File: src/rtl/cs_pkg.sv
package cs_pkg;

  localparam int WAIT_W   = 5;
  localparam int WAIT_MAX = 30;
  localparam int SIZE_W   = 4;

  typedef enum logic [1:0] {
    PW8   = 2'd0,
    PW16  = 2'd1,
    PW32  = 2'd2,
    PW32X = 2'd3
  } portWidth_t;

  typedef enum logic [1:0] {
    SZ_BYTE  = 2'd0,
    SZ_HALF  = 2'd1,
    SZ_WORD  = 2'd2,
    SZ_WORDX = 2'd3
  } xferSize_t;

  typedef struct packed {
    logic                valid;
    logic [SIZE_W-1:0]   sizeCode;
    portWidth_t          width;
    logic [WAIT_W-1:0]   waitCnt;
    logic                wp;
  } bankAttr_t;

  // control -> datapath strobes
  typedef struct packed {
    logic capture;  // latch the selected bank and lanes
    logic drive;    // access window open
    logic finish;   // last cycle of the window
  } ctrlStrobe_t;

  function automatic logic [3:0] laneMask(portWidth_t w, xferSize_t s, logic [1:0] a);
    logic [3:0] m;
    unique case (w)
      PW8:  m = 4'b0001;
      PW16: m = (s == SZ_BYTE) ? (a[0] ? 4'b0010 : 4'b0001) : 4'b0011;
      default: begin
        unique case (s)
          SZ_BYTE: m = 4'b0001 << a;
          SZ_HALF: m = a[1] ? 4'b1100 : 4'b0011;
          default: m = 4'b1111;
        endcase
      end
    endcase
    return m;
  endfunction

endpackage

File: src/rtl/cs_bank_file.sv
module cs_bank_file
  import cs_pkg::*;
#(
  parameter int AW        = 26,
  parameter int NB        = 8,
  parameter int BW        = $clog2(NB),
  parameter int MIN_LOG   = 15,
  parameter int BOOT_WAIT = 15
) (
  input  logic               clk,
  input  logic               rstN,
  input  logic [1:0]         bootWidth,
  input  logic               cfgWe,
  input  logic [BW-1:0]      cfgBank,
  input  logic               cfgValid,
  input  logic [AW-1:0]      cfgBase,
  input  logic [SIZE_W-1:0]  cfgSize,
  input  logic [1:0]         cfgWidth,
  input  logic [WAIT_W-1:0]  cfgWait,
  input  logic               cfgWp,
  input  logic [AW-1:0]      lookAddr,
  output logic               hit,
  output logic [BW-1:0]      hitIdx,
  output logic [1:0]         hitWidth,
  output logic [WAIT_W-1:0]  hitWait,
  output logic               hitWp
);

  localparam logic [SIZE_W-1:0] BOOT_SIZE = SIZE_W'(AW - MIN_LOG);
  localparam logic [WAIT_W-1:0] BOOT_WT   = WAIT_W'(BOOT_WAIT);
  localparam logic [WAIT_W-1:0] WT_LIMIT  = WAIT_W'(WAIT_MAX);

  bankAttr_t         attr [NB];
  logic [AW-1:0]     base [NB];
  logic [WAIT_W-1:0] cfgWaitSat;
  logic [NB-1:0]     hitVec;

  assign cfgWaitSat = (cfgWait > WT_LIMIT) ? WT_LIMIT : cfgWait;

  always_ff @(posedge clk) begin
    if (!rstN) begin
      for (int i = 0; i < NB; i++) begin
        attr[i] <= '0;
        base[i] <= '0;
      end
      attr[0].valid    <= 1'b1;
      attr[0].sizeCode <= BOOT_SIZE;
      attr[0].width    <= portWidth_t'(bootWidth);
      attr[0].waitCnt  <= BOOT_WT;
    end else if (cfgWe) begin
      attr[cfgBank].valid    <= cfgValid;
      attr[cfgBank].sizeCode <= cfgSize;
      attr[cfgBank].width    <= portWidth_t'(cfgWidth);
      attr[cfgBank].waitCnt  <= cfgWaitSat;
      attr[cfgBank].wp       <= cfgWp;
      base[cfgBank]          <= cfgBase;
    end
  end

  for (genvar g = 0; g < NB; g++) begin : g_match
    logic [AW-1:0] keep;
    always_comb begin
      for (int j = 0; j < AW; j++)
        keep[j] = (j >= MIN_LOG + int'(attr[g].sizeCode));
    end
    assign hitVec[g] = attr[g].valid && (((lookAddr ^ base[g]) & keep) == '0);
  end

  always_comb begin
    hit    = |hitVec;
    hitIdx = '0;
    for (int i = NB - 1; i >= 0; i--)
      if (hitVec[i]) hitIdx = BW'(i);
    hitWidth = attr[hitIdx].width;
    hitWait  = attr[hitIdx].waitCnt;
    hitWp    = attr[hitIdx].wp;
  end

  // stored wait counts never exceed the limit
  a_r5_stored_wait: assert property (@(posedge clk) disable iff (!rstN)
    hit |-> (hitWait <= WT_LIMIT));

  // no lower-numbered bank also matches the chosen one
  a_r3_lowest_wins: assert property (@(posedge clk) disable iff (!rstN)
    hit |-> (hitVec[hitIdx] && ((hitVec & ((NB'(1) << hitIdx) - NB'(1))) == '0)));

endmodule

File: src/rtl/cs_ctrl.sv
module cs_ctrl
  import cs_pkg::*;
(
  input  logic              clk,
  input  logic              rstN,
  input  logic              reqValid,
  input  logic              hit,
  input  logic [WAIT_W-1:0] hitWait,
  output ctrlStrobe_t       strobe
);

  logic              busyQ;
  logic [WAIT_W-1:0] cntQ;

  always_ff @(posedge clk) begin
    if (!rstN) begin
      busyQ <= 1'b0;
      cntQ  <= '0;
    end else if (!busyQ) begin
      if (reqValid && hit) begin
        busyQ <= 1'b1;
        cntQ  <= hitWait;
      end
    end else if (cntQ == '0) begin
      busyQ <= 1'b0;
    end else begin
      cntQ <= cntQ - 1'b1;
    end
  end

  assign strobe.capture = !busyQ && reqValid && hit;
  assign strobe.drive   = busyQ;
  assign strobe.finish  = busyQ && (cntQ == '0);

  // the countdown stays within the wait limit
  a_r5_count_bound: assert property (@(posedge clk) disable iff (!rstN)
    cntQ <= WAIT_W'(WAIT_MAX));

  // the window closes right after its final cycle
  a_r4_single_finish: assert property (@(posedge clk) disable iff (!rstN)
    strobe.finish |=> !strobe.drive);

  // one wait state consumed per clock
  a_r4_countdown: assert property (@(posedge clk) disable iff (!rstN)
    (busyQ && cntQ != '0) |=> (busyQ && cntQ == $past(cntQ) - 1'b1));

endmodule

File: src/rtl/cs_datapath.sv
module cs_datapath
  import cs_pkg::*;
#(
  parameter int NB = 8,
  parameter int BW = $clog2(NB)
) (
  input  logic          clk,
  input  logic          rstN,
  input  ctrlStrobe_t   strobe,
  input  logic [1:0]    reqAddrLo,
  input  logic          reqWrite,
  input  logic [1:0]    reqSize,
  input  logic [BW-1:0] hitIdx,
  input  logic [1:0]    hitWidth,
  input  logic          hitWp,
  output logic [NB-1:0] csN,
  output logic          oeN,
  output logic [3:0]    weN,
  output logic          ack,
  output logic          err
);

  logic [BW-1:0] selBank;
  logic [3:0]    selLanes;
  logic          selWrite;
  logic          selWp;
  logic          blocked;

  always_ff @(posedge clk) begin
    if (!rstN) begin
      selBank  <= '0;
      selLanes <= '0;
      selWrite <= 1'b0;
      selWp    <= 1'b0;
    end else if (strobe.capture) begin
      selBank  <= hitIdx;
      selLanes <= laneMask(portWidth_t'(hitWidth), xferSize_t'(reqSize), reqAddrLo);
      selWrite <= reqWrite;
      selWp    <= hitWp;
    end
  end

  assign blocked = selWrite && selWp;

  always_comb begin
    csN = '1;
    if (strobe.drive) csN[selBank] = 1'b0;
  end

  assign oeN = !(strobe.drive && !selWrite);
  assign weN = (strobe.drive && selWrite && !selWp) ? ~selLanes : 4'hF;
  assign ack = strobe.finish && !blocked;
  assign err = strobe.finish && blocked;

  // one bank selected at a time
  a_r4_cs_onehot: assert property (@(posedge clk) disable iff (!rstN)
    $onehot0(~csN));

  // read and write strobes never overlap
  a_r6_oe_we_excl: assert property (@(posedge clk) disable iff (!rstN)
    !oeN |-> (weN == 4'hF));

  // refused write carries no write strobe and no ack
  a_r8_err_clean: assert property (@(posedge clk) disable iff (!rstN)
    err |-> (weN == 4'hF && !ack));

  // latched access does not change mid-window
  a_r10_hold_sel: assert property (@(posedge clk) disable iff (!rstN)
    (strobe.drive && !strobe.finish) |=> ($stable(selBank) && $stable(selWrite) && $stable(selLanes)));

endmodule

File: src/rtl/cs_wait_ctrl.sv
module cs_wait_ctrl
  import cs_pkg::*;
#(
  parameter int AW        = 26,
  parameter int NB        = 8,
  parameter int BW        = $clog2(NB),
  parameter int MIN_LOG   = 15,
  parameter int BOOT_WAIT = 15
) (
  input  logic               clk,
  input  logic               rstN,
  input  logic [1:0]         bootWidth,
  input  logic               cfgWe,
  input  logic [BW-1:0]      cfgBank,
  input  logic               cfgValid,
  input  logic [AW-1:0]      cfgBase,
  input  logic [SIZE_W-1:0]  cfgSize,
  input  logic [1:0]         cfgWidth,
  input  logic [WAIT_W-1:0]  cfgWait,
  input  logic               cfgWp,
  input  logic               reqValid,
  input  logic               reqWrite,
  input  logic [AW-1:0]      reqAddr,
  input  logic [1:0]         reqSize,
  output logic [NB-1:0]      csN,
  output logic               oeN,
  output logic [3:0]         weN,
  output logic               ack,
  output logic               err
);

  logic              hit;
  logic [BW-1:0]     hitIdx;
  logic [1:0]        hitWidth;
  logic [WAIT_W-1:0] hitWait;
  logic              hitWp;
  ctrlStrobe_t       strobe;

  cs_bank_file #(.AW(AW), .NB(NB), .BW(BW), .MIN_LOG(MIN_LOG), .BOOT_WAIT(BOOT_WAIT)) uBanks (
    .clk(clk), .rstN(rstN), .bootWidth(bootWidth),
    .cfgWe(cfgWe), .cfgBank(cfgBank), .cfgValid(cfgValid), .cfgBase(cfgBase),
    .cfgSize(cfgSize), .cfgWidth(cfgWidth), .cfgWait(cfgWait), .cfgWp(cfgWp),
    .lookAddr(reqAddr), .hit(hit), .hitIdx(hitIdx),
    .hitWidth(hitWidth), .hitWait(hitWait), .hitWp(hitWp)
  );

  cs_ctrl uCtrl (
    .clk(clk), .rstN(rstN), .reqValid(reqValid), .hit(hit),
    .hitWait(hitWait), .strobe(strobe)
  );

  cs_datapath #(.NB(NB), .BW(BW)) uPath (
    .clk(clk), .rstN(rstN), .strobe(strobe),
    .reqAddrLo(reqAddr[1:0]), .reqWrite(reqWrite), .reqSize(reqSize),
    .hitIdx(hitIdx), .hitWidth(hitWidth), .hitWp(hitWp),
    .csN(csN), .oeN(oeN), .weN(weN), .ack(ack), .err(err)
  );

endmodule

File: config.mk
export PLATFORM = sky130hd
export DESIGN_NAME = cs_wait_ctrl
export DESIGN_NICKNAME = d
export VERILOG_FILES = /design/src/rtl/cs_pkg.sv /design/src/rtl/cs_bank_file.sv /design/src/rtl/cs_ctrl.sv /design/src/rtl/cs_datapath.sv /design/src/rtl/cs_wait_ctrl.sv
export SDC_FILE = /design/constraint.sdc
export NUM_CORES = 1
export LEC_CHECK = 0
export BUFFER_PORTS_ARGS = -buffer_cell sky130_fd_sc_hd__buf_2
export CORE_ASPECT_RATIO = 0.75
export CORE_MARGIN = 5
export CORE_UTILIZATION = 40
export CTS_BUF_LIST = sky130_fd_sc_hd__clkbuf_4 sky130_fd_sc_hd__clkbuf_8 sky130_fd_sc_hd__clkbuf_16
export DETAILED_ROUTE_END_ITERATION = 10
export REMOVE_ABC_BUFFERS = 1
export SLEW_MARGIN = 30
export SYNTH_ARGS = -nofsm -noshare
export SYNTH_HDL_FRONTEND = slang
export SYNTH_SLANG_ARGS = --single-unit
export TNS_END_PERCENT = 10
File: constraint.sdc
create_clock -name clk -period 6.08 [get_ports clk]
set_input_delay 0.304 -clock clk [delete_from_list [all_inputs] [get_ports clk]]
set_output_delay 0.304 -clock clk [all_outputs]
set_load 0.02 [all_outputs]
==> impl_metrics.json <==
{
  "status": "finished clean",
  "wl_um": 55200,
  "routedLengthMet1_um": 26600,
  "synth_most_common_cell": "sky130_fd_sc_hd__edfxtp_1",
  "layout-drive-gt1-share_pct": 12.2,
  "syn_area_per_cell_sq_um": 11.1,
  "cp.required_ns": 6.53,
  "drt_first_pass_iters": 5,
  "num-nets-final": 1779,
  "routed-via-count": 12692,
  "cts.root.buffer_cell": "sky130_fd_sc_hd__clkbuf_16",
  "tns_ns": 0,
  "rsz0062_at_grt": "false",
  "critPathBufInv": 2,
  "worstPathArrival_ns": 5.59,
  "pin_count_of_the_biggest_net_entering_global_routing": 40,
  "grt_usage_pct": 21.8,
  "finalWeightedCongestion": 0.950,
  "p_leak_nw": 7.21,
  "drv_cap": 0,
  "r2r_slack_ns": 0.94,
  "htree_levels": 2,
  "ios": 92,
  "tritoncts": "done",
  "tritoncts_buffers": 36,
  "worst_path_max_delay_cell": "sky130_fd_sc_hd__a2111oi_0",
  "met2RoutedLength_um": 22500,
  "unique_masters_post_synth": 82,
  "number_of_antenna_violations_at_the_first_check_in_global_routing": 4,
  "cts.hold.buffers_added": 0,
  "number_of_enable_type_register_cells_in_the_synthesized_netlist": 300,
  "setup_viol": 0,
  "power.switching_mw": 1.62,
  "critPathLaunchType": "register",
  "final_antenna_net_count": 0,
  "clk_path_buf_depth": 3,
  "yosys-top-cells-area": "sky130_fd_sc_hd__edfxtp_1 50%, sky130_fd_sc_hd__and2_1 10%, sky130_fd_sc_hd__xor2_1 6.4%",
  "synth_cells": 1617,
  "initial_core_util_pct": 40.3,
  "routed_wire_length_per_instance_um": 24.2,
  "floorplan.die.width_um": 254,
  "fin_crit_sh_pct": 84.5,
  "p_comb_share_pct": 17.2,
  "measured_slew_at_the_worst_slew_check_pin_ns": 1.02,
  "highest_layer": "met4",
  "worst_hold_check_path_type": "input pin to register",
  "peakVddDrop_mv": 0.289,
  "worstSkewPairLatency_ns": 0.52,
  "worst_setup_hold_path_clk_slew_ns": 0.06,
  "grt_pass1_vias": 11967,
  "crit_chain": "inv_1, ha_1, xor2_1, mux2i_1, o21ai_1, a2111oi_0, o2111ai_1, a21boi_4, or2_1, a211oi_4, buf_4, mux2i_1, a211oi_2, or3_1, o211ai_1",
  "wl_met3_um": 5090,
  "power.sequential.fraction_pct": 45.4,
  "drcViolationCount": 0,
  "total_of_buffers_placed_on_input_and_output_ports": 89,
  "dp.final_hpwl_um": 37000,
  "regToRegStartpoint": "uBanks.attr[5][8]",
  "clock.fmax_ghz": 0.195,
  "synth_warnings": 0,
  "worstPathMaxFanout": 22,
  "min_from": "reqWrite",
  "share_clk_of_total_power_pct": 37.4,
  "path_delay_family": "compound AO/OA/AOI/OAI gates",
  "asyncSetResetFlopFracSynth_pct": 0,
  "area_delta_synth_final_pct": 12.1,
  "synthFlopType": "sky130_fd_sc_hd__edfxtp_1",
  "design.core.area_sq_mm": 0.0444,
  "worst_path_largest_cell_delay_ns": 0.67,
  "slew_violations": 0,
  "worstSetupPathType": "register to register",
  "mappedNetlistArea_sq_mm": 0.0179,
  "die_h_um": 193,
  "rows": 67,
  "net_sw_share_pct": 27.9,
  "cellInternalPower_mw": 4.19,
  "post_drt_via_cell_ratio": 5.56,
  "setup.worst_path.start": "uBanks.attr[5][8]",
  "report.final.hold_viol_count": 0,
  "gr-total-overflow": 0,
  "final_period_minus_worst_setup_slack_ns": 5.14,
  "netlist.top_cell.by_area": "sky130_fd_sc_hd__edfxtp_1",
  "final_cell_count_no_fill": 2282,
  "place.detailed.instances": 2216,
  "slew_headroom_pct": 32.1,
  "area_share_of_the_largest_cell_type_after_synthesis_pct": 50.3,
  "fin_hold_ws_ns": 0.0549,
  "timing.critical_path.mode_cell": "sky130_fd_sc_hd__mux2i_1",
  "powerDensity_mw_per_mm2": 289,
  "yosysSeqAreaShare_pct": 52.0,
  "yosys-top-cells-count": "300 x sky130_fd_sc_hd__edfxtp_1, 285 x sky130_fd_sc_hd__and2_1, 131 x sky130_fd_sc_hd__xor2_1",
  "cts.sinks": 315,
  "drtIter0Drc": 1463,
  "ctsResizeCount": 0,
  "grt_pass1_wl_um": 80200,
  "critPathCaptureType": "register",
  "cts.repair_timing.setup_buffer_count": 0,
  "skew_ns": 0.0110,
  "die_area_sq_mm": 0.0491,
  "postSynthRegisterBits": 315
}
## routing by layer
metal,global-route usage (%),vias to the layer above
met2,29.6,483
li1,-,5881
met3,6.04,72
met4,4.57,0
met5,0,-
met1,34.5,6256
## worst register-to-register path, stage by stage, from the launching register on
cell                        delay [ns]
sky130_fd_sc_hd__edfxtp_1         0.49
sky130_fd_sc_hd__inv_1            0.14
sky130_fd_sc_hd__ha_1             0.44
sky130_fd_sc_hd__xor2_1           0.40
sky130_fd_sc_hd__mux2i_1          0.23
sky130_fd_sc_hd__o21ai_1          0.07
sky130_fd_sc_hd__a2111oi_0        0.67
sky130_fd_sc_hd__o2111ai_1        0.27
sky130_fd_sc_hd__a21boi_4         0.22
sky130_fd_sc_hd__or2_1            0.35
sky130_fd_sc_hd__a211oi_4         0.41
sky130_fd_sc_hd__buf_4            0.42
sky130_fd_sc_hd__mux2i_1          0.38
sky130_fd_sc_hd__a211oi_2         0.13
sky130_fd_sc_hd__or3_1            0.37
sky130_fd_sc_hd__o211ai_1         0.09
## worst paths after layout
path                             to  depth (start not counted)
setup / recovery  uPath.selLanes[0]                         15
hold / removal       uPath.selWrite                          3
setup reg to reg  uPath.selLanes[0]                         15
hold reg to reg   uPath.selLanes[2]                          2
## power by group through the flow
stage	clock, mW	sequential (mW)	combinational (mW)
after floorplan	0	2.66	0.608
after global placement	0	2.68	0.958
after detailed placement	0	2.68	0.972
after CTS	2.20	2.64	0.978
after global routing	2.30	2.66	1.07
final	2.17	2.64	0.996
## per-stage QoR
| stage | setup slack (ns) | power, mW | cell area [sq um] | util, % |
|---|---|---|---|---|
| 2_1_floorplan | 1.62 | 3.27 | 17500 | - |
| 3_3_place_gp | 1.03 | 3.63 | 18900 | 42.5 |
| 3_5_place_dp | 1.04 | 3.65 | 18900 | 42.6 |
| 4_1_cts | 0.983 | 5.82 | 20100 | 45.2 |
| 5_1_grt | 0.625 | 6.02 | 20100 | 45.2 |
| 6_report | 0.940 | 5.81 | 20100 | 45.2 |
## layout make-up
class / instances / area, sq um
Fill cell: 4139 / 24400
Sequential cell: 315 / 9310
Multi-Input combinational cell: 1165 / 8120
Clock buffer: 49 / 1020
Tap cell: 586 / 733
Timing Repair Buffer: 108 / 588
Inverter: 42 / 158
Clock inverter: 14 / 140
Antenna cell: 3 / 7.51
## cell usage in the layout (no fill, tap or decap), drive strengths merged, types with 8 or more instances in the layout
cell    netlist  final
nor2b        12     12
nor3b         9      9
clkbuf       68     49
o21ai        68     68
dfxtp        15     15
o22ai        11     11
o211ai       17     17
buf          27    108
xor2        131    131
nand3        25     25
edfxtp      300    300
a21oi        72     72
a21boi       10     10
nor3         32     32
nand3b       15     15
a211oi        8      8
nor4          8      8
o31ai        13     13
nand2        76     76
and2        285    285
inv          42     42
or3          11     11
mux2i        31     31
clkinv        0     10
nor2         52     52
a31oi        10     10
ha           34     34
a22oi        16     16
nand2b       20     20
xnor2        87     87
## flip-flops by register name (all words and copies together) (netlist names)
name / count
uPath.selLanes: 4
uBanks.base: 196
uPath.selWp: 1
uCtrl.cntQ: 5
uBanks.attr: 104
uPath.selWrite: 1
uPath.selBank: 3
uCtrl.busyQ: 1
## kinds of logic after synthesis
| group | share of synthesized area [%] |
|---|---|
| buf+inv | 3.26 |
| mux | 2.05 |
| fa+ha+maj | 2.49 |
| flops | 52.0 |
| simple gates | 18.6 |
| compound gates | 11.0 |
| xor+xnor | 10.7 |
No activity file was read; power rests on OpenSTA's default activity.
